--- src/rtl/hbo_pkg.sv ---
package hbo_pkg;

  typedef enum logic [1:0] {
    ST_DIRECT = 2'd0,
    ST_SEND   = 2'd1,
    ST_DONE   = 2'd2
  } hs_state_e;

endpackage

--- src/rtl/hbo_edge_sync.sv ---
module hbo_edge_sync #(
  parameter int STAGES = 2
) (
  input  logic clk,
  input  logic rst,
  input  logic pin,
  output logic rise
);

  logic [STAGES-1:0] sync_q;
  logic              last_q;

  // Preset to ones: a level that is already high at reset is not an edge.
  always_ff @(posedge clk) begin
    if (rst) begin
      sync_q <= '1;
      last_q <= 1'b1;
    end else begin
      sync_q <= {sync_q[STAGES-2:0], pin};
      last_q <= sync_q[STAGES-1];
    end
  end

  assign rise = sync_q[STAGES-1] & ~last_q;

endmodule

--- src/rtl/hbo_result_reg.sv ---
module hbo_result_reg #(
  parameter int RES_W = 24
) (
  input  logic             clk,
  input  logic             rst,
  input  logic             load_allow,
  input  logic             conv_done,
  input  logic [RES_W-1:0] result_in,
  output logic [RES_W-1:0] res_q
);

  always_ff @(posedge clk) begin
    if (rst) begin
      res_q <= '0;
    end else if (conv_done && load_allow) begin
      res_q <= result_in;
    end
  end

endmodule

--- src/rtl/hbo_sequencer.sv ---
module hbo_sequencer
  import hbo_pkg::*;
#(
  parameter int NB    = 3,
  parameter int IDX_W = (NB > 1) ? $clog2(NB) : 1
) (
  input  logic             clk,
  input  logic             rst,
  input  logic             rise,
  input  logic             send_en,
  output hs_state_e        state,
  output hs_state_e        nxt_state,
  output logic             present,
  output logic [IDX_W-1:0] idx
);

  localparam logic [IDX_W-1:0] TOP_IDX = IDX_W'(NB - 1);

  logic [IDX_W-1:0] ptr_q;

  always_comb begin
    nxt_state = state;
    present   = 1'b0;
    unique case (state)
      ST_DIRECT: if (rise) nxt_state = ST_SEND;
      ST_SEND: begin
        if (send_en) begin
          present = 1'b1;
          if (ptr_q == '0) nxt_state = ST_DONE;
        end
      end
      ST_DONE: nxt_state = ST_DIRECT;
      default: nxt_state = ST_DIRECT;
    endcase
  end

  always_ff @(posedge clk) begin
    if (rst) begin
      state <= ST_DIRECT;
      ptr_q <= TOP_IDX;
    end else begin
      state <= nxt_state;
      if (state == ST_DIRECT) ptr_q <= TOP_IDX;
      else if (present)       ptr_q <= ptr_q - 1'b1;
    end
  end

  assign idx = ptr_q;

endmodule

--- src/rtl/hbo_out_stage.sv ---
module hbo_out_stage
  import hbo_pkg::*;
#(
  parameter int BYTE_W = 8,
  parameter int NB     = 3,
  parameter int IDX_W  = (NB > 1) ? $clog2(NB) : 1,
  parameter int RES_W  = BYTE_W * NB
) (
  input  logic              clk,
  input  logic              rst,
  input  hs_state_e         state,
  input  hs_state_e         nxt_state,
  input  logic              present,
  input  logic [IDX_W-1:0]  idx,
  input  logic              host_sel,
  input  logic [NB-1:0]     host_byte_en,
  input  logic [RES_W-1:0]  res_q,
  output logic [BYTE_W-1:0] data_o,
  output logic              data_oe,
  output logic [NB-1:0]     byte_en,
  output logic              strobe_oe,
  output logic              load_stb
);

  logic             host_hit;
  logic [IDX_W-1:0] host_idx;
  logic             host_read;

  // Highest set enable wins.
  always_comb begin
    host_hit = 1'b0;
    host_idx = '0;
    for (int i = 0; i < NB; i++) begin
      if (host_byte_en[i]) begin
        host_hit = 1'b1;
        host_idx = IDX_W'(i);
      end
    end
  end

  assign host_read = (state == ST_DIRECT) && (nxt_state == ST_DIRECT) &&
                     host_sel && host_hit;

  always_ff @(posedge clk) begin
    if (rst) begin
      data_o    <= '0;
      data_oe   <= 1'b0;
      byte_en   <= '0;
      strobe_oe <= 1'b0;
      load_stb  <= 1'b0;
    end else begin
      strobe_oe <= (nxt_state != ST_DIRECT);
      if (present) begin
        data_oe  <= 1'b1;
        data_o   <= res_q[idx*BYTE_W +: BYTE_W];
        byte_en  <= NB'(1) << idx;
        load_stb <= 1'b1;
      end else if (host_read) begin
        data_oe  <= 1'b1;
        data_o   <= res_q[host_idx*BYTE_W +: BYTE_W];
        byte_en  <= '0;
        load_stb <= 1'b0;
      end else begin
        data_oe  <= 1'b0;
        data_o   <= '0;
        byte_en  <= '0;
        load_stb <= 1'b0;
      end
    end
  end

endmodule

--- src/rtl/hs_byte_out.sv ---
module hs_byte_out
  import hbo_pkg::*;
#(
  parameter int BYTE_W      = 8,
  parameter int NUM_BYTES   = 3,
  parameter int SYNC_STAGES = 2
) (
  input  logic                          clk,
  input  logic                          rst,
  input  logic                          mode_pin,
  input  logic                          send_en,
  input  logic                          conv_done,
  input  logic [BYTE_W*NUM_BYTES-1:0]   result_in,
  input  logic                          host_sel,
  input  logic [NUM_BYTES-1:0]          host_byte_en,
  output logic [BYTE_W-1:0]             data_o,
  output logic                          data_oe,
  output logic [NUM_BYTES-1:0]          byte_en,
  output logic                          strobe_oe,
  output logic                          load_stb,
  output logic                          status_o
);

  localparam int RES_W = BYTE_W * NUM_BYTES;
  localparam int IDX_W = (NUM_BYTES > 1) ? $clog2(NUM_BYTES) : 1;

  logic             mode_rise;
  hs_state_e        state;
  hs_state_e        nxt_state;
  logic             present;
  logic [IDX_W-1:0] idx;
  logic [RES_W-1:0] res_q;

  hbo_edge_sync #(.STAGES(SYNC_STAGES)) u_sync (
    .clk  (clk),
    .rst  (rst),
    .pin  (mode_pin),
    .rise (mode_rise)
  );

  hbo_sequencer #(.NB(NUM_BYTES), .IDX_W(IDX_W)) u_seq (
    .clk       (clk),
    .rst       (rst),
    .rise      (mode_rise),
    .send_en   (send_en),
    .state     (state),
    .nxt_state (nxt_state),
    .present   (present),
    .idx       (idx)
  );

  hbo_result_reg #(.RES_W(RES_W)) u_res (
    .clk        (clk),
    .rst        (rst),
    .load_allow (state == ST_DIRECT),
    .conv_done  (conv_done),
    .result_in  (result_in),
    .res_q      (res_q)
  );

  hbo_out_stage #(.BYTE_W(BYTE_W), .NB(NUM_BYTES), .IDX_W(IDX_W), .RES_W(RES_W)) u_out (
    .clk          (clk),
    .rst          (rst),
    .state        (state),
    .nxt_state    (nxt_state),
    .present      (present),
    .idx          (idx),
    .host_sel     (host_sel),
    .host_byte_en (host_byte_en),
    .res_q        (res_q),
    .data_o       (data_o),
    .data_oe      (data_oe),
    .byte_en      (byte_en),
    .strobe_oe    (strobe_oe),
    .load_stb     (load_stb)
  );

  always_ff @(posedge clk) begin
    if (rst) status_o <= 1'b0;
    else     status_o <= conv_done;
  end

endmodule

--- config.mk ---
export PLATFORM = sky130hd
export DESIGN_NAME = hs_byte_out
export DESIGN_NICKNAME = d
export VERILOG_FILES = /design/src/rtl/hbo_pkg.sv /design/src/rtl/hbo_edge_sync.sv /design/src/rtl/hbo_result_reg.sv /design/src/rtl/hbo_sequencer.sv /design/src/rtl/hbo_out_stage.sv /design/src/rtl/hs_byte_out.sv
export SDC_FILE = /design/constraint.sdc
export NUM_CORES = 1
export LEC_CHECK = 0
export BUFFER_PORTS_ARGS = -buffer_cell sky130_fd_sc_hd__buf_2
export CORE_AREA = 2 2 67 69
export CTS_BUF_LIST = sky130_fd_sc_hd__clkbuf_16
export DETAILED_ROUTE_END_ITERATION = 6
export DIE_AREA = 0 0 69 71
export GPL_ROUTABILITY_DRIVEN = 0
export GPL_TIMING_DRIVEN = 0
export PLACE_DENSITY = 0.83
export SYNTH_ARGS = -nofsm -noshare
export SYNTH_HDL_FRONTEND = slang
export SYNTH_SLANG_ARGS = --single-unit
export TNS_END_PERCENT = 1
--- constraint.sdc ---
create_clock -name clk -period 1.2 [get_ports clk]
set_input_delay 0.36 -clock clk [delete_from_list [all_inputs] [get_ports clk]]
set_output_delay 0.36 -clock clk [all_outputs]
set_load 0.03 [all_outputs]
==> impl_results.html, run 1 <==
<table>
<tr><th>Metric</th><th>Value</th></tr>
<tr><th colspan="2">Critical path</th></tr>
<tr><td>Worst R2R Setup Slack</td><td>0.03 ns</td></tr>
<tr><td>Worst path slowest cell</td><td>dfxtp_4</td></tr>
<tr><td>Kind of end point of the critical path</td><td>flip-flop</td></tr>
<tr><td>Data arrival time of the critical path</td><td>1.34 ns</td></tr>
<tr><td>Critical Path Fanout Max</td><td>10</td></tr>
<tr><td>Critical path start-end classification</td><td>reg2reg</td></tr>
<tr><td>Number of cells traversed by the worst register-to-register path</td><td>5</td></tr>
<tr><td>Worst path buffer plus inverter count</td><td>1</td></tr>
<tr><td>Endpoint of the lowest-slack register-to-register path</td><td>u_out.data_o[3]</td></tr>
<tr><td>Startpoint type of the worst setup path</td><td>flip-flop</td></tr>
<tr><td>Cell type group with the largest total delay on the critical path</td><td>flip-flops</td></tr>
<tr><td>Worst-path cell chain</td><td>buf_8 -&gt; mux2i_1 -&gt; nor2_1 -&gt; a21oi_1 -&gt; o22ai_1</td></tr>
<tr><td>Worst flop-to-flop path startpoint</td><td>u_seq.idx[1]</td></tr>
<tr><td>Worst path max stage delay</td><td>0.39 ns</td></tr>
<tr><td>Crit path required time</td><td>1.37 ns</td></tr>
<tr><th colspan="2">Clock tree</th></tr>
<tr><td>Setup Buffers After CTS</td><td>0</td></tr>
<tr><td>Clock network latency to the later pin of the worst-skew pair</td><td>0.29 ns</td></tr>
<tr><td>Worst-case clock buffer depth</td><td>2</td></tr>
<tr><td>Clock buffers created by TritonCTS</td><td>5</td></tr>
<tr><td>Number of hold buffers added after CTS</td><td>0</td></tr>
<tr><td>Sink Count</td><td>46</td></tr>
<tr><td>Clock transition time at the flip-flop clock pins of the worst setup and hold paths</td><td>0.06 ns</td></tr>
<tr><td>Total number of H-tree levels</td><td>2</td></tr>
<tr><td>CTS tree</td><td>yes</td></tr>
<tr><td>CTS Root Cell</td><td>clkbuf_16</td></tr>
<tr><th colspan="2">Logic synthesis</th></tr>
<tr><td>Synth cell types</td><td>24</td></tr>
<tr><td>Sequential-to-total area share from yosys stat</td><td>0.4916</td></tr>
<tr><td>Top area cells in the synthesized netlist</td><td>dfxtp_1 49%, a21oi_1 11%, nand2_1 10%, mux2i_1 8.6%, nor2_1 4.0%</td></tr>
<tr><td>Yosys top cell area share</td><td>0.4916</td></tr>
<tr><td>Top FF cell, synth</td><td>dfxtp_1</td></tr>
<tr><td>Flip-flop and latch count after synthesis</td><td>46</td></tr>
<tr><td>Post-synth EDFFs</td><td>0</td></tr>
<tr><td>Most common cell in the netlist</td><td>nand2_1</td></tr>
<tr><td>Cell area after technology mapping</td><td>1873 sq um</td></tr>
<tr><td>Post-synthesis average cell area</td><td>8.399 sq um</td></tr>
<tr><td>Number of cells produced by synthesis</td><td>223</td></tr>
<tr><td>Async set or reset register ratio after synthesis</td><td>0</td></tr>
<tr><td>Number of warnings reported in the yosys synthesis log</td><td>0</td></tr>
<tr><td>Ranking of synthesized cells by instance count</td><td>52 x nand2_1, 46 x dfxtp_1, 41 x a21oi_1</td></tr>
<tr><td>Top cell type by total area after synthesis</td><td>dfxtp_1</td></tr>
<tr><td>Net count of the mapped netlist</td><td>257</td></tr>
<tr><th colspan="2">Routing</th></tr>
<tr><td>Top Metal Used</td><td>met4</td></tr>
<tr><td>Number of vias in the routed layout</td><td>1,650</td></tr>
<tr><td>Length of routed met2 wiring</td><td>2027 um</td></tr>
<tr><td>Routed length on met3</td><td>274 um</td></tr>
<tr><td>Number of nets still failing antenna checks after routing</td><td>0</td></tr>
<tr><td>Iteration count of the initial detailed-routing pass</td><td>4</td></tr>
<tr><td>Drc violations</td><td>0</td></tr>
<tr><td>Met1 routed wirelength after detailed routing</td><td>1871 um</td></tr>
<tr><td>Average vias per placed instance</td><td>5.030</td></tr>
<tr><td>Aggregate routed wire length</td><td>4272 um</td></tr>
<tr><td>Violation count after the first detailed-route iteration</td><td>155</td></tr>
<tr><td>Average wire per standard cell</td><td>13.02 um</td></tr>
<tr><th colspan="2">Floorplanning</th></tr>
<tr><td>Placement row count</td><td>24</td></tr>
<tr><td>Height of the chip</td><td>71 um</td></tr>
<tr><td>Die area</td><td>4899 sq um</td></tr>
<tr><td>Core footprint</td><td>4204 sq um</td></tr>
<tr><td>Starting density of the core</td><td>0.4455</td></tr>
<tr><td>I/O pin count</td><td>48</td></tr>
<tr><td>Die span in x</td><td>69 um</td></tr>
<tr><th colspan="2">Min path</th></tr>
<tr><td>Hold path startpoint</td><td>mode_pin</td></tr>
<tr><td>Path type of the worst min-delay path</td><td>in2reg</td></tr>
<tr><td>WHS Endpoint</td><td>u_sync.sync_q[0]</td></tr>
<tr><td>Number of instances on the worst hold path</td><td>2</td></tr>
<tr><th colspan="2">STA</th></tr>
<tr><td>Final worst path period share</td><td>0.9782</td></tr>
<tr><td>Setup violation total in the final timing report</td><td>0</td></tr>
<tr><td>Relative max-transition margin</td><td>0.5749</td></tr>
<tr><td>Top achievable clock speed</td><td>851.9 MHz</td></tr>
<tr><td>Min Tclk post-route</td><td>1.174 ns</td></tr>
<tr><td>Unrepaired setup endpoints after global routing</td><td>yes</td></tr>
<tr><td>Clock skew</td><td>0.003285 ns</td></tr>
<tr><td>Actual slew at the worst max-slew pin</td><td>0.6376 ns</td></tr>
<tr><td>Number of max-slew violations in the final report</td><td>0</td></tr>
<tr><td>Count of final hold-check violations</td><td>0</td></tr>
<tr><th colspan="2">Pwr</th></tr>
<tr><td>Total power divided by cell area</td><td>1469 nW/um^2</td></tr>
<tr><td>Maximum vdd drop</td><td>0.7987 mV</td></tr>
<tr><td>Leakage power figure</td><td>1.102 nW</td></tr>
<tr><td>Total design power</td><td>0.003531 W</td></tr>
<tr><th colspan="2">Layout</th></tr>
<tr><td>Diodes inserted</td><td>0</td></tr>
<tr><td>Post-route core utilization</td><td>0.5717</td></tr>
<tr><td>Number of nets in the layout</td><td>309</td></tr>
<tr><td>Cell Count, Final, Fillers Out</td><td>328</td></tr>
<tr><td>Share of post-route cells with drive strength above 1</td><td>0.2971</td></tr>
<tr><td>Filler instances</td><td>390</td></tr>
<tr><td>Area delta synth-&gt;final</td><td>28.32%</td></tr>
<tr><th colspan="2">GRT</th></tr>
<tr><td>Wire length of the first global-routing pass</td><td>7258 um</td></tr>
<tr><td>Aggregate global routing overflow</td><td>0</td></tr>
<tr><td>Overall global routing resource usage</td><td>0.1862</td></tr>
<tr><td>Vias in the first global route</td><td>1,611</td></tr>
<tr><td>Number of antenna violations at the first check in global routing</td><td>0</td></tr>
<tr><td>Maximum number of pins on one net before global-route repair</td><td>15</td></tr>
<tr><th colspan="2">Outcome</th></tr>
<tr><td>Result of the run</td><td>completed</td></tr>
<tr><th colspan="2">Placed design</th></tr>
<tr><td>Detailed-placement wirelength estimate</td><td>3103 um</td></tr>
<tr><td>Total placed cells including tap cells</td><td>320</td></tr>
<tr><td>Count of input and output buffers</td><td>45</td></tr>
<tr><th colspan="2">Flow run</th></tr>
<tr><td>Max-cap violations</td><td>0</td></tr>
</table>
## cells by family after synthesis
group	synth area share
compound gates	0.1543
fa+ha+maj	0.006679
buf+inv	0.05745
flops	0.4916
mux	0.08550
simple gates	0.2044
## how the worst max path moves through the flow
stage,start,to,slack [ns],cells after the start
global route,u_seq.idx[1],u_seq.idx[1],-0.05,5
global placement,rst,u_out.data_o[4],-0.15,5
finish,u_seq.idx[1],u_out.data_o[3],0.03,5
CTS,u_seq.idx[0],u_out.data_o[1],-0.001,4
detailed placement,rst,u_out.data_o[1],-0.20,5
floorplan,host_byte_en[1],u_out.data_o[0],0.03,4
## cell type report
cell class	instances	area, sq um	share of cell area
inverters	6	22.52	0.009370
flip-flops and latches	46	929.6	0.3868
clock buffers	5	125.1	0.05206
multi-input cells	157	882.1	0.3670
well taps	52	65.06	0.02707
clock inverters	3	41.29	0.01718
plain buffers	14	112.6	0.04685
repair buffers	45	225.2	0.09370
## metal layers
layer | track usage | vias up
met1 | 0.2301 | 734
met2 | 0.3056 | 58
met5 | 0 | -
met4 | 0.08279 | 0
met3 | 0.05128 | 11
li1 | - | 847
## state kept, by name, summed over array words and instances (netlist names)
signal	count
u_seq.idx	2
u_out.strobe_oe	1
u_sync.last_q	1
u_seq.state	2
u_res.res_q	24
u_out.load_stb	1
status_o	1
u_sync.sync_q	2
u_out.data_o	8
u_out.data_oe	1
u_out.byte_en	3
## power breakdown
group | switching, W | leakage (nW) | internal [W]
clock network | 0.000553 | 0.0812 | 0.000973
logic | 0.000204 | 0.643 | 0.000160
registers | 0.0000491 | 0.378 | 0.00159
## through the flow
stage	setup WS, ns	instance area, sq um	TNS [ns]	hold slack, ns
after global placement	-0.1516	2163	-1.188	0.3915
after global routing	-0.05344	2404	-0.1666	0.2632
after detailed placement	-0.1955	2163	-1.385	0.3928
final	0.02614	2404	0	0.2521
after floorplan	0.02812	1873	0	0.3895
after CTS	-0.001268	2347	-0.001268	0.2538
## cell usage in the layout (no fill, tap or decap), drive strengths merged
cell type  count
nand2         52
nor2b          1
o22ai          8
a21oi         43
and2           1
nor2          21
nand3          1
buf           54
nand2b         2
dfxtp         46
mux2i         16
or2            3
nor3           4
nand4          1
or3            1
bufinv         1
o21a           1
ha             1
inv            7
o2bb2ai        1
clkbuf        10
clkinvlp       1
## timing repair
| item | in CTS | in global routing |
|---|---|---|
| gates resized for setup | 8 | 17 |
| pin swaps | 0 | 4 |
| setup endpoints to repair | 18 | 29 |
(Power assumes the default switching activity.)
==> inputs of run 2 (changes only) <==
- CORE_AREA: 2 2 67 69 -> 2 2 73 75
- DIE_AREA: 0 0 69 71 -> 0 0 75 77
- PLACE_DENSITY: 0.83 -> 0.85
- SYNTH_HIERARCHICAL: unset -> 1
==> run 2 against run 1 <==
Global-route usage rose by 2.6 points. Design area increased by 26%. Count of clock-buffer cells in the layout did not move. Hold slack improved by 0.0028 ns. Highest routed layer unchanged. Flip-flop and latch count stayed put. The flow now finishes with violations (negative setup slack). Critical endpoint is now u_out/data_oe. Sequential power barely moved. Wire length grew 34%.
==> impl_results.html, run 2 <==
<table>
<tr><th>Metric</th><th>Value</th></tr>
<tr><th colspan="2">Logic synthesis</th></tr>
<tr><td>Post-synthesis average cell area</td><td>10.64 sq um (+27%)</td></tr>
<tr><td>Synth cell types</td><td>36 (+50%)</td></tr>
<tr><td>Yosys top cell area share</td><td>0.3866 (-0.1051)</td></tr>
<tr><td>Sequential-to-total area share from yosys stat</td><td>0.3866 (-0.1051)</td></tr>
<tr><td>Most common cell in the netlist</td><td>dfxtp_1</td></tr>
<tr><td>Async set or reset register ratio after synthesis</td><td>0 (unchanged)</td></tr>
<tr><td>Ranking of synthesized cells by instance count</td><td>46 x dfxtp_1, 21 x nand3_2, 20 x a21oi_2</td></tr>
<tr><td>Number of warnings reported in the yosys synthesis log</td><td>6 (+6)</td></tr>
<tr><td>Number of cells produced by synthesis</td><td>224 (+0.45%)</td></tr>
<tr><td>Cell area after technology mapping</td><td>2382 sq um (+27%)</td></tr>
<tr><td>Top FF cell, synth</td><td>dfxtp_1</td></tr>
<tr><td>Top area cells in the synthesized netlist</td><td>dfxtp_1 39%, nand3_2 8.8%, a21oi_2 7.4%, a21bo_1 5.9%, a21bo_2 4.2%</td></tr>
<tr><td>Flip-flop and latch count after synthesis</td><td>46 (unchanged)</td></tr>
<tr><td>Top cell type by total area after synthesis</td><td>dfxtp_1</td></tr>
<tr><td>Net count of the mapped netlist</td><td>258 (+0.39%)</td></tr>
<tr><td>Post-synth EDFFs</td><td>0 (unchanged)</td></tr>
<tr><th colspan="2">Layout</th></tr>
<tr><td>Commonest non-fill, non-tap cells in the layout</td><td>53 x buf_2, 42 x dfxtp_1, 21 x a21oi_2, 21 x nand3_2, 14 x a21bo_1</td></tr>
<tr><td>Most common cell after layout, fill and taps aside</td><td>buf_2</td></tr>
<tr><td>Number of nets in the layout</td><td>318 (+2.9%)</td></tr>
<tr><td>Area delta synth-&gt;final</td><td>27.31%</td></tr>
<tr><td>Register with the most flip-flops</td><td>u_res/res_q</td></tr>
<tr><td>Filler instances</td><td>428 (+9.7%)</td></tr>
<tr><td>Share of post-route cells with drive strength above 1</td><td>0.5368 (+0.2397)</td></tr>
<tr><td>Diodes inserted</td><td>0 (unchanged)</td></tr>
<tr><td>Flip-flop count of the largest register, all copies and words added</td><td>24 (unchanged)</td></tr>
<tr><td>Regs by FF count</td><td>u_res/res_q: 24 flops, u_out/data_o: 8 flops, u_out/byte_en: 3 flops</td></tr>
<tr><th colspan="2">STA</th></tr>
<tr><td>Relative max-transition margin</td><td>0.6543 (+0.07942)</td></tr>
<tr><td>Top achievable clock speed</td><td>590.6 MHz (-31%)</td></tr>
<tr><td>Count of final hold-check violations</td><td>0 (unchanged)</td></tr>
<tr><td>Unrepaired setup endpoints after global routing</td><td>yes</td></tr>
<tr><td>Final worst path period share</td><td>1.411 (+0.4328)</td></tr>
<tr><td>Least setup slack across all paths after layout</td><td>-0.4932 ns (-0.5193 ns)</td></tr>
<tr><td>Actual slew at the worst max-slew pin</td><td>0.5185 ns (-0.1191 ns)</td></tr>
<tr><td>Clock skew</td><td>0.005554 ns (+0.002269 ns)</td></tr>
<tr><td>Number of max-slew violations in the final report</td><td>0 (unchanged)</td></tr>
<tr><td>Setup violation total in the final timing report</td><td>30 (+30)</td></tr>
<tr><td>Min Tclk post-route</td><td>1.693 ns (+0.5193 ns)</td></tr>
<tr><th colspan="2">Routing</th></tr>
<tr><td>Violation count after the first detailed-route iteration</td><td>84 (-46%)</td></tr>
<tr><td>Number of vias in the routed layout</td><td>1,967 (+19%)</td></tr>
<tr><td>Drc violations</td><td>0 (unchanged)</td></tr>
<tr><td>Aggregate routed wire length</td><td>5720 um (+34%)</td></tr>
<tr><td>Iteration count of the initial detailed-routing pass</td><td>4 (unchanged)</td></tr>
<tr><td>Average vias per placed instance</td><td>5.541 (+10%)</td></tr>
<tr><td>Average wire per standard cell</td><td>16.11 um (+24%)</td></tr>
<tr><td>Number of nets still failing antenna checks after routing</td><td>0 (unchanged)</td></tr>
<tr><th colspan="2">Min path</th></tr>
<tr><td>Path type of the worst min-delay path</td><td>in2reg</td></tr>
<tr><th colspan="2">Critical path</th></tr>
<tr><td>Startpoint type of the worst setup path</td><td>flip-flop</td></tr>
<tr><td>Crit-path most repeated cell</td><td>buf_4</td></tr>
<tr><td>CP startpoint</td><td>u_seq/state[1]</td></tr>
<tr><td>Worst flop-to-flop path startpoint</td><td>u_seq/state[1]</td></tr>
<tr><td>Data arrival time of the critical path</td><td>1.91 ns (+0.57 ns)</td></tr>
<tr><td>Crit path required time</td><td>1.42 ns (+0.05 ns)</td></tr>
<tr><td>Critical Path Fanout Max</td><td>7 (-3)</td></tr>
<tr><td>Endpoint of the lowest-slack register-to-register path</td><td>u_out/data_oe</td></tr>
<tr><td>Worst path max stage delay</td><td>0.34 ns (-0.05 ns)</td></tr>
<tr><td>Worst path slowest cell</td><td>dfxtp_4</td></tr>
<tr><td>Number of cells traversed by the worst register-to-register path</td><td>8 (+3)</td></tr>
<tr><td>Critical path start-end classification</td><td>reg2reg</td></tr>
<tr><td>Worst R2R Setup Slack</td><td>-0.49 ns (-0.52 ns)</td></tr>
<tr><td>Kind of end point of the critical path</td><td>flip-flop</td></tr>
<tr><td>Critical Path Sink</td><td>u_out/data_oe</td></tr>
<tr><td>Worst-path cell chain</td><td>and3b_1 -&gt; buf_6 -&gt; and2_4 -&gt; nor4_4 -&gt; buf_4 -&gt; o311ai_4 -&gt; buf_4 -&gt; a21oi_2</td></tr>
<tr><th colspan="2">Outcome</th></tr>
<tr><td>Failing checks</td><td>negative setup slack</td></tr>
<tr><td>Result of the run</td><td>finished, violations left</td></tr>
<tr><th colspan="2">Clock tree</th></tr>
<tr><td>CTS tree</td><td>yes</td></tr>
<tr><td>Total number of H-tree levels</td><td>2 (unchanged)</td></tr>
<tr><td>Sink Count</td><td>46 (unchanged)</td></tr>
<tr><td>Worst-case clock buffer depth</td><td>2 (unchanged)</td></tr>
<tr><td>Number of hold buffers added after CTS</td><td>0 (unchanged)</td></tr>
<tr><td>Clock buffers created by TritonCTS</td><td>5 (unchanged)</td></tr>
<tr><td>Clock transition time at the flip-flop clock pins of the worst setup and hold paths</td><td>0.06 ns (about the same)</td></tr>
<tr><td>CTS Root Cell</td><td>clkbuf_16</td></tr>
<tr><td>Clock network latency to the later pin of the worst-skew pair</td><td>0.29 ns (about the same)</td></tr>
<tr><th colspan="2">GRT</th></tr>
<tr><td>Maximum number of pins on one net before global-route repair</td><td>19 (+4)</td></tr>
<tr><td>Vias in the first global route</td><td>1,941 (+20%)</td></tr>
<tr><td>Wire length of the first global-routing pass</td><td>9239 um (+27%)</td></tr>
<tr><td>Aggregate global routing overflow</td><td>0 (unchanged)</td></tr>
<tr><td>Number of antenna violations at the first check in global routing</td><td>0 (unchanged)</td></tr>
<tr><td>Overall global routing resource usage</td><td>0.2120 (+0.02577)</td></tr>
<tr><th colspan="2">Floorplanning</th></tr>
<tr><td>Core footprint</td><td>4977 sq um (+18%)</td></tr>
<tr><td>Placement row count</td><td>26 (+8.3%)</td></tr>
<tr><td>Die area</td><td>5775 sq um (+18%)</td></tr>
<tr><td>I/O pin count</td><td>48 (unchanged)</td></tr>
<tr><td>Die span in x</td><td>75 um (+8.7%)</td></tr>
<tr><td>Starting density of the core</td><td>0.4786 (+0.03310)</td></tr>
<tr><td>Height of the chip</td><td>77 um (+8.5%)</td></tr>
<tr><th colspan="2">Pwr</th></tr>
<tr><td>Leakage power figure</td><td>1.187 nW (+7.7%)</td></tr>
<tr><td>Total design power</td><td>0.003542 W (+0.29%)</td></tr>
<tr><td>Maximum vdd drop</td><td>0.6581 mV (-18%)</td></tr>
<tr><td>Total power divided by cell area</td><td>1168 nW/um^2 (-21%)</td></tr>
<tr><th colspan="2">Flow run</th></tr>
<tr><td>Max-cap violations</td><td>0 (unchanged)</td></tr>
<tr><th colspan="2">Placed design</th></tr>
<tr><td>Count of input and output buffers</td><td>45 (unchanged)</td></tr>
<tr><td>Setup slack after placement</td><td>-0.7252 ns (-0.5297 ns)</td></tr>
<tr><td>Detailed-placement wirelength estimate</td><td>3730 um (+20%)</td></tr>
</table>
-- run 2: cell count changes in the layout (fill, tap and decap cells not counted), moves of 13 or more --
| cell | before | now |
|---|---|---|
| nand2_1 | 52 | 1 |
| a21oi_1 | 35 | 5 |
| nand3_2 | 1 | 21 |
| a21bo_1 | 0 | 14 |
| nor2_1 | 18 | 4 |
| a21oi_2 | 8 | 21 |
-- run 2: final cells by class --
| type | count | area (sq um) | share of cell area |
|---|---|---|---|
| Tap cell | 70 | 87.58 | 0.02888 |
| Multi-Input combinational cell | 152 | 1384 | 0.4563 |
| Buffer | 20 | 185.2 | 0.06106 |
| Timing Repair Buffer | 52 | 277.8 | 0.09158 |
| Clock inverter | 3 | 16.27 | 0.005363 |
| Clock buffer | 5 | 125.1 | 0.04125 |
| Inverter | 7 | 26.28 | 0.008663 |
| Sequential cell | 46 | 930.9 | 0.3069 |
-- run 2: stage by stage --
step                hold slack [ns]  area, sq um  instances  TNS, ns  utilization
global route                 0.2667         3033        355   -7.735       0.6094
finish                       0.2549         3033        355   -5.427       0.6094
CTS                          0.2576         3027        355   -5.075       0.6081
detailed placement           0.4010         2701        339   -7.140       0.5427
global placement             0.3935         2701        339   -6.582       0.5427
floorplan                    0.3854         2389        224   -3.578            -
-- run 2: routing by layer --
layer | up-vias | wire length, um | track usage | share of wire
met4 | 0 | 157 | 0.09107 | 0.027
met2 | 64 | 2903 | 0.3623 | 0.51
met1 | 938 | 2390 | 0.2486 | 0.42
li1 | 949 | - | - | -
met5 | - | 0 | 0 | 0
met3 | 16 | 269 | 0.04468 | 0.047
-- run 2: how the worst min path moves through the flow --
stage	from	endpoint	cells after the start
finish	mode_pin	u_sync/sync_q[0]	2
global route	mode_pin	u_sync/sync_q[0]	2
CTS	mode_pin	u_sync/sync_q[0]	2
detailed placement	u_sync/sync_q[0]	u_sync/sync_q[1]	1
global placement	u_sync/sync_q[0]	u_sync/sync_q[1]	1
floorplan	u_sync/sync_q[0]	u_sync/sync_q[1]	1
-- run 2: repair_timing --
action / CTS / global route
setup endpoints to repair: 22 / 37
gates resized for setup: 24 / 4
setup buffers: 7 / 0
gates cloned: 1 / 0
pin swaps: 6 / 2
-- run 2: power breakdown --
part | total [W] | switching (W) | internal (W)
logic | 0.000568 | 0.000309 | 0.000259
clock network | 0.00133 | 0.000574 | 0.000760
registers | 0.00164 | 0.0000440 | 0.00160
-- run 2: cells by family after synthesis --
| logic type | after synthesis | synth area share |
|---|---|---|
| simple gates | 57 | 0.1838 |
| fa+ha+maj | 1 | 0.005251 |
| compound gates | 85 | 0.3062 |
| buf+inv | 27 | 0.08456 |
| mux | 8 | 0.03361 |
| flops | 46 | 0.3866 |
-- run 2: worst max-delay path: cells and delay by family, from the launching register on --
| family | cells | cell delay [ns] |
|---|---|---|
| buffers and inverters | 3 | 0.50 |
| AND/OR/NAND/NOR | 3 | 0.51 |
| AO/OA/AOI/OAI | 2 | 0.27 |
| flip-flops | 1 | 0.34 |
